## src/rtl/hdc_pkg.sv

```systemverilog
package hdc_pkg;

    typedef enum logic [2:0] {
        ST_UNOWNED = 3'd0,
        ST_SHARED  = 3'd1,
        ST_EXCL    = 3'd2,
        ST_BUSY_UN = 3'd3,
        ST_BUSY_SH = 3'd4,
        ST_BUSY_EX = 3'd5,
        ST_POISON  = 3'd6
    } dstate_e;

    typedef enum logic [3:0] {
        MSG_READ   = 4'd0,
        MSG_RDEX   = 4'd1,
        MSG_UPGR   = 4'd2,
        MSG_WB     = 4'd3,
        MSG_SHWB   = 4'd4,
        MSG_DOWN   = 4'd5,
        MSG_XFER   = 4'd6,
        MSG_POISON = 4'd7
    } msg_e;

    typedef enum logic [2:0] {
        RSP_SH_DATA  = 3'd0,
        RSP_EX_DATA  = 3'd1,
        RSP_UPG_ACK  = 3'd2,
        RSP_SPEC     = 3'd3,
        RSP_NACK     = 3'd4,
        RSP_WB_ACK   = 3'd5,
        RSP_POISONED = 3'd6
    } rsp_e;

    typedef enum logic [1:0] {
        FWD_INTV_SH = 2'd0,
        FWD_INTV_EX = 2'd1,
        FWD_WBD_SH  = 2'd2,
        FWD_WBD_EX  = 2'd3
    } fwd_e;

    function automatic logic is_busy(dstate_e s);
        return (s == ST_BUSY_UN) || (s == ST_BUSY_SH) || (s == ST_BUSY_EX);
    endfunction

endpackage

```

## src/rtl/hdc_decode.sv

```systemverilog
module hdc_decode
    import hdc_pkg::*;
#(
    parameter int LINES  = 12,
    parameter int LINE_W = 4
) (
    input  logic              valid,
    input  logic [3:0]        mtype,
    input  logic [LINE_W-1:0] line,
    output logic              act,
    output logic              bad,
    output msg_e              msg
);
    localparam logic [LINE_W:0] LIMIT = (LINE_W+1)'(LINES);

    logic known;
    logic in_range;

    always_comb begin
        known    = (mtype <= 4'd7);
        in_range = ({1'b0, line} < LIMIT);
        msg      = msg_e'(mtype);
        act      = valid & known & in_range;
        bad      = valid & ~(known & in_range);
    end
endmodule

```

## src/rtl/hdc_popcnt.sv

```systemverilog
module hdc_popcnt #(
    parameter int N  = 8,
    parameter int CW = 4
) (
    input  logic [N-1:0]  vec,
    output logic [CW-1:0] cnt
);
    logic [N:0][CW-1:0] part;

    assign part[0] = '0;
    for (genvar gi = 0; gi < N; gi++) begin : g_sum
        assign part[gi+1] = part[gi] + CW'(vec[gi]);
    end
    assign cnt = part[N];
endmodule

```

## src/rtl/hdc_next.sv

```systemverilog
module hdc_next
    import hdc_pkg::*;
#(
    parameter int NODES  = 8,
    parameter int NODE_W = 3,
    parameter int CNT_W  = 4
) (
    input  logic              act,
    input  msg_e              msg,
    input  logic [NODE_W-1:0] src,
    input  dstate_e           cur_st,
    input  logic [NODE_W-1:0] cur_own,
    input  logic [NODE_W-1:0] cur_pend,
    input  logic [NODES-1:0]  cur_vec,
    output logic              wr,
    output dstate_e           nx_st,
    output logic [NODE_W-1:0] nx_own,
    output logic [NODE_W-1:0] nx_pend,
    output logic [NODES-1:0]  nx_vec,
    output logic              rsp_v,
    output rsp_e              rsp_k,
    output logic [NODE_W-1:0] rsp_dst,
    output logic [CNT_W-1:0]  rsp_cnt,
    output logic              fwd_v,
    output fwd_e              fwd_k,
    output logic [NODE_W-1:0] fwd_dst,
    output logic [NODE_W-1:0] fwd_about,
    output logic              inv_v,
    output logic [NODES-1:0]  inv_m,
    output logic              err
);
    logic [NODES-1:0] src_bit;
    logic [NODES-1:0] own_bit;
    logic [NODES-1:0] others;
    logic [CNT_W-1:0] others_cnt;

    assign src_bit = NODES'(1) << src;
    assign own_bit = NODES'(1) << cur_own;
    assign others  = cur_vec & ~src_bit;

    hdc_popcnt #(.N(NODES), .CW(CNT_W)) i_cnt (
        .vec (others),
        .cnt (others_cnt)
    );

    always_comb begin
        wr        = 1'b0;
        nx_st     = cur_st;
        nx_own    = cur_own;
        nx_pend   = cur_pend;
        nx_vec    = cur_vec;
        rsp_v     = 1'b0;
        rsp_k     = RSP_NACK;
        rsp_dst   = src;
        rsp_cnt   = '0;
        fwd_v     = 1'b0;
        fwd_k     = FWD_INTV_SH;
        fwd_dst   = cur_own;
        fwd_about = src;
        inv_v     = 1'b0;
        inv_m     = others;
        err       = 1'b0;
        if (act) begin
            case (cur_st)
                ST_UNOWNED: begin
                    case (msg)
                        MSG_READ, MSG_RDEX: begin
                            wr     = 1'b1;
                            nx_st  = ST_EXCL;
                            nx_own = src;
                            nx_vec = src_bit;
                            rsp_v  = 1'b1;
                            rsp_k  = RSP_EX_DATA;
                        end
                        MSG_UPGR: rsp_v = 1'b1;
                        MSG_POISON: begin
                            wr     = 1'b1;
                            nx_st  = ST_POISON;
                            nx_vec = '0;
                        end
                        default: err = 1'b1;
                    endcase
                end
                ST_SHARED: begin
                    case (msg)
                        MSG_READ: begin
                            wr     = 1'b1;
                            nx_vec = cur_vec | src_bit;
                            rsp_v  = 1'b1;
                            rsp_k  = RSP_SH_DATA;
                        end
                        MSG_RDEX, MSG_UPGR: begin
                            wr      = 1'b1;
                            nx_st   = ST_EXCL;
                            nx_own  = src;
                            nx_vec  = src_bit;
                            rsp_v   = 1'b1;
                            rsp_k   = (msg == MSG_RDEX) ? RSP_EX_DATA : RSP_UPG_ACK;
                            rsp_cnt = others_cnt;
                            inv_v   = |others;
                        end
                        default: err = 1'b1;
                    endcase
                end
                ST_EXCL: begin
                    case (msg)
                        MSG_READ, MSG_RDEX: begin
                            wr      = 1'b1;
                            nx_st   = (msg == MSG_READ) ? ST_BUSY_SH : ST_BUSY_EX;
                            nx_pend = src;
                            nx_vec  = (cur_vec & ~own_bit) | src_bit;
                            rsp_v   = 1'b1;
                            rsp_k   = RSP_SPEC;
                            fwd_v   = 1'b1;
                            fwd_k   = (msg == MSG_READ) ? FWD_INTV_SH : FWD_INTV_EX;
                        end
                        MSG_UPGR: rsp_v = 1'b1;
                        MSG_WB: begin
                            wr     = 1'b1;
                            nx_st  = ST_UNOWNED;
                            nx_vec = '0;
                            rsp_v  = 1'b1;
                            rsp_k  = RSP_WB_ACK;
                        end
                        default: err = 1'b1;
                    endcase
                end
                ST_BUSY_UN, ST_BUSY_SH, ST_BUSY_EX: begin
                    case (msg)
                        MSG_READ, MSG_RDEX, MSG_UPGR: rsp_v = 1'b1;
                        MSG_WB: begin
                            if (cur_st == ST_BUSY_UN) begin
                                err = 1'b1;
                            end else begin
                                wr      = 1'b1;
                                nx_st   = (cur_st == ST_BUSY_SH) ? ST_SHARED : ST_EXCL;
                                nx_own  = (cur_st == ST_BUSY_EX) ? cur_pend : cur_own;
                                rsp_v   = 1'b1;
                                rsp_k   = RSP_WB_ACK;
                                fwd_v   = 1'b1;
                                fwd_k   = (cur_st == ST_BUSY_SH) ? FWD_WBD_SH : FWD_WBD_EX;
                                fwd_dst = cur_pend;
                            end
                        end
                        MSG_SHWB, MSG_DOWN: begin
                            if (cur_st == ST_BUSY_SH) begin
                                wr     = 1'b1;
                                nx_st  = ST_SHARED;
                                nx_vec = cur_vec | src_bit;
                            end else begin
                                err = 1'b1;
                            end
                        end
                        MSG_XFER: begin
                            if (cur_st == ST_BUSY_EX) begin
                                wr     = 1'b1;
                                nx_st  = ST_EXCL;
                                nx_own = cur_pend;
                            end else begin
                                err = 1'b1;
                            end
                        end
                        default: err = 1'b1;
                    endcase
                end
                ST_POISON: begin
                    case (msg)
                        MSG_READ, MSG_RDEX, MSG_UPGR: begin
                            rsp_v = 1'b1;
                            rsp_k = RSP_POISONED;
                        end
                        default: err = 1'b1;
                    endcase
                end
                default: err = 1'b1;
            endcase
        end
    end
endmodule

```

## src/rtl/home_dir_ctl.sv

```systemverilog
module home_dir_ctl
    import hdc_pkg::*;
#(
    parameter int NODES  = 8,
    parameter int LINES  = 12,
    parameter int LINE_W = 4,
    localparam int NODE_W = $clog2(NODES),
    localparam int CNT_W  = $clog2(NODES + 1)
) (
    input  logic              clk,
    input  logic              rst_n,
    input  logic              in_valid,
    input  logic [3:0]        in_type,
    input  logic [NODE_W-1:0] in_src,
    input  logic [LINE_W-1:0] in_line,
    output logic              rsp_valid,
    output logic [2:0]        rsp_kind,
    output logic [NODE_W-1:0] rsp_dst,
    output logic [CNT_W-1:0]  rsp_inv_cnt,
    output logic              fwd_valid,
    output logic [1:0]        fwd_kind,
    output logic [NODE_W-1:0] fwd_dst,
    output logic [NODE_W-1:0] fwd_about,
    output logic              inv_valid,
    output logic [NODES-1:0]  inv_mask,
    output logic              err
);
    localparam logic [LINE_W:0] LIMIT = (LINE_W+1)'(LINES);

    typedef struct packed {
        dstate_e           st;
        logic [NODE_W-1:0] own;
        logic [NODE_W-1:0] pend;
        logic [NODES-1:0]  vec;
    } entry_t;

    typedef struct packed {
        logic              rv;
        rsp_e              rk;
        logic [NODE_W-1:0] rd;
        logic [CNT_W-1:0]  rc;
        logic              fv;
        fwd_e              fk;
        logic [NODE_W-1:0] fd;
        logic [NODE_W-1:0] fa;
        logic              iv;
        logic [NODES-1:0]  im;
        logic              er;
    } out_t;

    typedef struct packed {
        entry_t [LINES-1:0] ent;
        out_t               o;
    } state_t;

    state_t s_d, s_q;
    entry_t cur;

    logic dec_act, dec_bad;
    msg_e dec_msg;

    logic              n_wr, n_rv, n_fv, n_iv, n_err;
    dstate_e           n_st;
    logic [NODE_W-1:0] n_own, n_pend, n_rd, n_fd, n_fa;
    logic [NODES-1:0]  n_vec, n_im;
    rsp_e              n_rk;
    fwd_e              n_fk;
    logic [CNT_W-1:0]  n_rc;

    hdc_decode #(.LINES(LINES), .LINE_W(LINE_W)) i_dec (
        .valid (in_valid),
        .mtype (in_type),
        .line  (in_line),
        .act   (dec_act),
        .bad   (dec_bad),
        .msg   (dec_msg)
    );

    always_comb begin
        cur = '0;
        for (int i = 0; i < LINES; i++) begin
            if (in_line == LINE_W'(i)) cur = s_q.ent[i];
        end
    end

    hdc_next #(.NODES(NODES), .NODE_W(NODE_W), .CNT_W(CNT_W)) i_next (
        .act       (dec_act),
        .msg       (dec_msg),
        .src       (in_src),
        .cur_st    (cur.st),
        .cur_own   (cur.own),
        .cur_pend  (cur.pend),
        .cur_vec   (cur.vec),
        .wr        (n_wr),
        .nx_st     (n_st),
        .nx_own    (n_own),
        .nx_pend   (n_pend),
        .nx_vec    (n_vec),
        .rsp_v     (n_rv),
        .rsp_k     (n_rk),
        .rsp_dst   (n_rd),
        .rsp_cnt   (n_rc),
        .fwd_v     (n_fv),
        .fwd_k     (n_fk),
        .fwd_dst   (n_fd),
        .fwd_about (n_fa),
        .inv_v     (n_iv),
        .inv_m     (n_im),
        .err       (n_err)
    );

    always_comb begin
        s_d      = s_q;
        s_d.o.rv = n_rv;
        s_d.o.rk = n_rk;
        s_d.o.rd = n_rd;
        s_d.o.rc = n_rc;
        s_d.o.fv = n_fv;
        s_d.o.fk = n_fk;
        s_d.o.fd = n_fd;
        s_d.o.fa = n_fa;
        s_d.o.iv = n_iv;
        s_d.o.im = n_im;
        s_d.o.er = dec_bad | n_err;
        for (int i = 0; i < LINES; i++) begin
            if (n_wr && in_line == LINE_W'(i)) begin
                s_d.ent[i].st   = n_st;
                s_d.ent[i].own  = n_own;
                s_d.ent[i].pend = n_pend;
                s_d.ent[i].vec  = n_vec;
            end
        end
    end

    always_ff @(posedge clk) begin
        if (!rst_n) s_q <= '0;
        else        s_q <= s_d;
    end

    assign rsp_valid   = s_q.o.rv;
    assign rsp_kind    = s_q.o.rk;
    assign rsp_dst     = s_q.o.rd;
    assign rsp_inv_cnt = s_q.o.rc;
    assign fwd_valid   = s_q.o.fv;
    assign fwd_kind    = s_q.o.fk;
    assign fwd_dst     = s_q.o.fd;
    assign fwd_about   = s_q.o.fa;
    assign inv_valid   = s_q.o.iv;
    assign inv_mask    = s_q.o.im;
    assign err         = s_q.o.er;

    a_r2_busy_nack: assert property (@(posedge clk) disable iff (!rst_n)
        (dec_act && (dec_msg inside {MSG_READ, MSG_RDEX, MSG_UPGR}) && is_busy(cur.st))
        |=> (rsp_valid && rsp_kind == RSP_NACK));

    a_r8_inv_count: assert property (@(posedge clk) disable iff (!rst_n)
        inv_valid |-> (rsp_valid && $countones(inv_mask) == int'(rsp_inv_cnt)));

    a_r8_inv_skips_requestor: assert property (@(posedge clk) disable iff (!rst_n)
        inv_valid |-> !inv_mask[rsp_dst]);

    a_r5_intv_paired: assert property (@(posedge clk) disable iff (!rst_n)
        (fwd_valid && !fwd_kind[1]) |-> (rsp_valid && rsp_kind == RSP_SPEC && rsp_dst == fwd_about));

    a_r10_merge_paired: assert property (@(posedge clk) disable iff (!rst_n)
        (fwd_valid && fwd_kind[1]) |-> (rsp_valid && rsp_kind == RSP_WB_ACK && rsp_dst == fwd_about));

    a_r12_bad_line: assert property (@(posedge clk) disable iff (!rst_n)
        (in_valid && ({1'b0, in_line} >= LIMIT))
        |=> (err && !rsp_valid && !fwd_valid && !inv_valid));
endmodule

```

## config.mk

```make
export PLATFORM = sky130hd
export DESIGN_NAME = home_dir_ctl
export DESIGN_NICKNAME = d
export VERILOG_FILES = /design/src/rtl/hdc_pkg.sv /design/src/rtl/hdc_decode.sv /design/src/rtl/hdc_popcnt.sv /design/src/rtl/hdc_next.sv /design/src/rtl/home_dir_ctl.sv
export SDC_FILE = /design/constraint.sdc
export NUM_CORES = 1
export LEC_CHECK = 0
export ABC_CLOCK_PERIOD_IN_PS = 5600
export BUFFER_PORTS_ARGS = -buffer_cell sky130_fd_sc_hd__buf_4
export CAP_MARGIN = 20
export CORE_UTILIZATION = 62
export DETAILED_ROUTE_END_ITERATION = 16
export GPL_ROUTABILITY_DRIVEN = 1
export PLACE_DENSITY_LB_ADDON = 0.12
export SETUP_SLACK_MARGIN = 0.05
export SYNTH_ARGS = -nofsm -noshare
export SYNTH_HDL_FRONTEND = slang
export SYNTH_SLANG_ARGS = --single-unit
```

## constraint.sdc

```tcl
create_clock -name clk -period 5.6 [get_ports clk]
set_input_delay 0.28 -clock clk [delete_from_list [all_inputs] [get_ports clk]]
set_output_delay 0.28 -clock clk [all_outputs]
set_load 0.02 [all_outputs]
```

==> qor.csv <==
stage,metric,value,unit
setup_path,maximum fanout count along the critical path,40,
setup_path,path depth of the worst reg2reg path,15,
min_path,worst-case hold path end point,err,
timing,count of endpoints failing setup in the final report,0,
setup_path,startpoint types,input port,
setup_path,classification of the worst setup path,in2reg,
floorplanning,overall die width,139,um
grt,total track usage,34.4,%
synth,post-synth cell types,89,
grt,via count of the first global-routing pass,9382,
setup_path,reg2reg start,s_q[68],
timing,Worst Clk Skew,0.0275,ns
synth,portion of synthesized cell area occupied by the leading cell type,39.8,%
grt,initial antenna violation count,0,
power_and_ir_drop,VDD IR max,253,uV
clock_tree,number of H-tree branching levels,1,
synth,cell area after technology mapping,11600,um2
layout,sequential standard cell area,4620,um2
synth,Post-Syn Nets,1305,
layout,layout cells sized above 1,16.5,%
synth,"area leader, netlist",dfxtp_1,
timing,Final Max Tran Viols,0,
detailed_routing,remaining design rule violation count,0,
grt,met2 track utilization from global routing,55.2,%
grt,largest net degree at the start of global routing,93,
floorplanning,Core Box Area,18100,um2
clock_tree,PostCTS Resize Cnt,0,
clock_tree,clock tree root buffer cell,clkbuf_16,
floorplanning,row count,49,
synth,Post-synth EDFFs,0,
detailed_routing,drt total wl,33200,um
synth,Post-synth ARST share,0,%
synth,cell types with the highest counts after synthesis,"dfxtp_1 (231), nor2_1 (138), o21ai_0 (133), nand3_1 (96), mux2i_1 (79)",
min_path,type of the worst min-delay path,in2reg,
timing,sum of negative setup slack,0,ns
setup_path,Crit path required time,6.00,ns
flow_run,maxcap violations,0,
synth,cells after synthesis,1283,
clock_tree,Clock transition at path regs,0.06,ns
timing,time the worst path needs with I/O delays and setup,4.30,ns
placement,number of I/O port buffers,43,
layout,antenna diode count,0,
synth,flop and latch count out of synthesis,231,
detailed_routing,initial drt markers,1060,
power_and_ir_drop,Tot Pwr,3.59,mW
grt,total gr overflow,0,
clock_tree,clock latency on the worst-skew pair,0.53,ns
synth,most area-consuming cells after synthesis,"dfxtp_1 (40%), mux2i_1 (6.8%), o21ai_0 (5.7%)",
timing,number of endpoints with negative hold slack in the final report,0,
clock_tree,hold-fix buffer count after cts,0,
power_and_ir_drop,leakage component of the power,4.82,nW
layout,net count reported at finish,1260,
grt,peak-usage layer in the global routing report,met2,
setup_path,capture instance of the worst register-to-register path,rsp_inv_cnt[2],
detailed_routing,routed len/inst,22.4,um
outcome,run status,"finished, final reports clean",
timing,period utilization,76.8,%
clock_tree,number of clock sinks,231,
timing,Max-slew headroom,27.9,%
grt,met1 demand-to-capacity share in global routing,46.6,%
timing,maximum frequency from static timing analysis,232,MHz
synth,YS warnings,0,
clock_tree,number of buffers created by CTS,24,
clock_tree,clock tree from TritonCTS,built,
layout,Fill cells,1500,
synth,most used standard cell by instance count after synthesis,dfxtp_1,
clock_tree,buffer count from post-CTS setup fixing,0,
layout,multi-input logic area,5990,um2
synth,Syn Area/Cell,9.06,um2
power_and_ir_drop,power density normalized to cell area,288,nW/um2
floorplanning,die outline height,139,um
setup_path,worst-case register-to-register setup slack,1.36,ns
setup_path,arrival time at the worst endpoint,4.70,ns
synth,Main synth FF type,dfxtp_1,
timing,setup repair after global routing missed its margin,no,
floorplanning,Die Footprint,19300,um2
placement,global placer's final weighted congestion,0.958,
layout,layout overhead on the synthesized area,7.36,%
timing,slew at the pin closest to its max-slew limit,1.08,ns
floorplanning,Initial Util,64.1,%
detailed_routing,drt via density,6.75,
detailed_routing,remaining antenna violation count,0,
grt,wire length of the first global-routing pass,52400,um
synth,sequential cell area fraction in the yosys report,39.8,%
clock_tree,CTS Buffer Depth,3,
min_path,startpoint of the worst hold path,in_valid,
floorplanning,number of top-level pins,44,
detailed_routing,number of detailed-routing iterations run before antenna repair,7,
placement,post-DP HPWL,21300,um
detailed_routing,overall via count from detail_route,10023,
grt,met3 global-route usage,6.04,%
min_path,cell depth of the worst hold path,3,
setup_path,endpoint kind of the worst setup timing path,flop,
-- logic make-up after synthesis --
family / Yosys count / share of synthesized area [%]
AOI/OAI and AO/OA: 357 / 20.7
xor gates and xnor gates: 3 / 0.226
adders and majority gates: 8 / 1.12
buffers and inverters: 177 / 8.76
DFF: 231 / 39.8
muxes: 118 / 12.9
and+or+nand+nor: 389 / 16.5
-- layout by cell type, fill, tap and decap left out, types with 7 or more instances in the layout --
master	count
nor3_1	28
a31oi_1	7
o21ai_2	7
inv_1	19
clkbuf_8	8
and2_1	17
o21ai_0	133
nor2_1	138
o221ai_1	10
nand2_1	42
a211oi_1	8
a21oi_1	36
nand2b_1	8
mux2i_1	79
o211ai_1	12
dfxtp_1	231
o311ai_0	44
clkbuf_16	24
mux2_2	14
buf_4	81
mux4_2	24
nand3_1	96
nand3_2	8
o21ai_1	27
-- where the power goes --
part | internal [mW] | switching, mW | total (mW)
logic | 0.0805 | 0.210 | 0.290
registers | 1.65 | 0.00223 | 1.65
clock network | 0.990 | 0.661 | 1.65
total | 2.72 | 0.873 | 3.59
-- critical path: stages --
cell and delay, ns:
buf_4 0.46, mux4_2 0.58, and2_1 0.17, a211oi_1 0.31, a221oi_1 0.17, and2_1 0.20, inv_1 0.08, fa_1 0.44
fa_1 0.56, inv_1 0.06, fa_1 0.54, ha_1 0.17, inv_1 0.06, fa_1 0.38, xor2_1 0.14, nor2_1 0.05
-- routing by layer --
metal	routed length [um]	share of wire, %
met3	2680	8.0
met2	15300	46
met4	1090	3.3
met5	0	0
met1	14200	43
-- state kept, by name (all words and copies together) (netlist names) --
name         flops
fwd_about        3
err              1
inv_valid        1
fwd_kind         2
fwd_valid        1
rsp_kind         3
inv_mask         8
rsp_inv_cnt      4
s_q            204
rsp_valid        1
fwd_dst          3
-- cell type report --
type,instances,share of cell area [%]
clock buffer,37,5.85
multi-input combinational,875,48.0
inverter,21,0.632
timing repair buffer,85,5.39
clock inverter,7,0.812
sequential,231,37.1
tap,229,2.30
-- worst max-delay path by stage --
stage                          start        endpoint  cells after the start  slack (ns)
final                     in_line[0]  rsp_inv_cnt[2]                     16        1.30
after global routing      in_line[0]  rsp_inv_cnt[2]                     16        1.03
after CTS                 in_line[0]  rsp_inv_cnt[2]                     16        1.32
after detailed placement  in_line[0]  rsp_inv_cnt[2]                     16        0.78
after global placement    in_line[0]  rsp_inv_cnt[2]                     16        0.94
after floorplan           in_line[1]  rsp_inv_cnt[2]                     20        1.09
-- metrics by stage --
step	utilization, %	worst slack [ns]	instances	hold slack, ns	instance area [um2]
4_1_cts	68.6	1.32	1483	0.0229	12500
3_3_place_gp	63.9	0.937	1437	0.445	11600
3_5_place_dp	64.1	0.777	1439	0.456	11600
2_1_floorplan	-	1.09	1283	0.399	11600
5_1_grt	68.8	1.03	1485	0.0309	12500
6_report	68.8	1.30	1485	0.0384	12500
No activity file was read; power rests on OpenSTA's default activity.
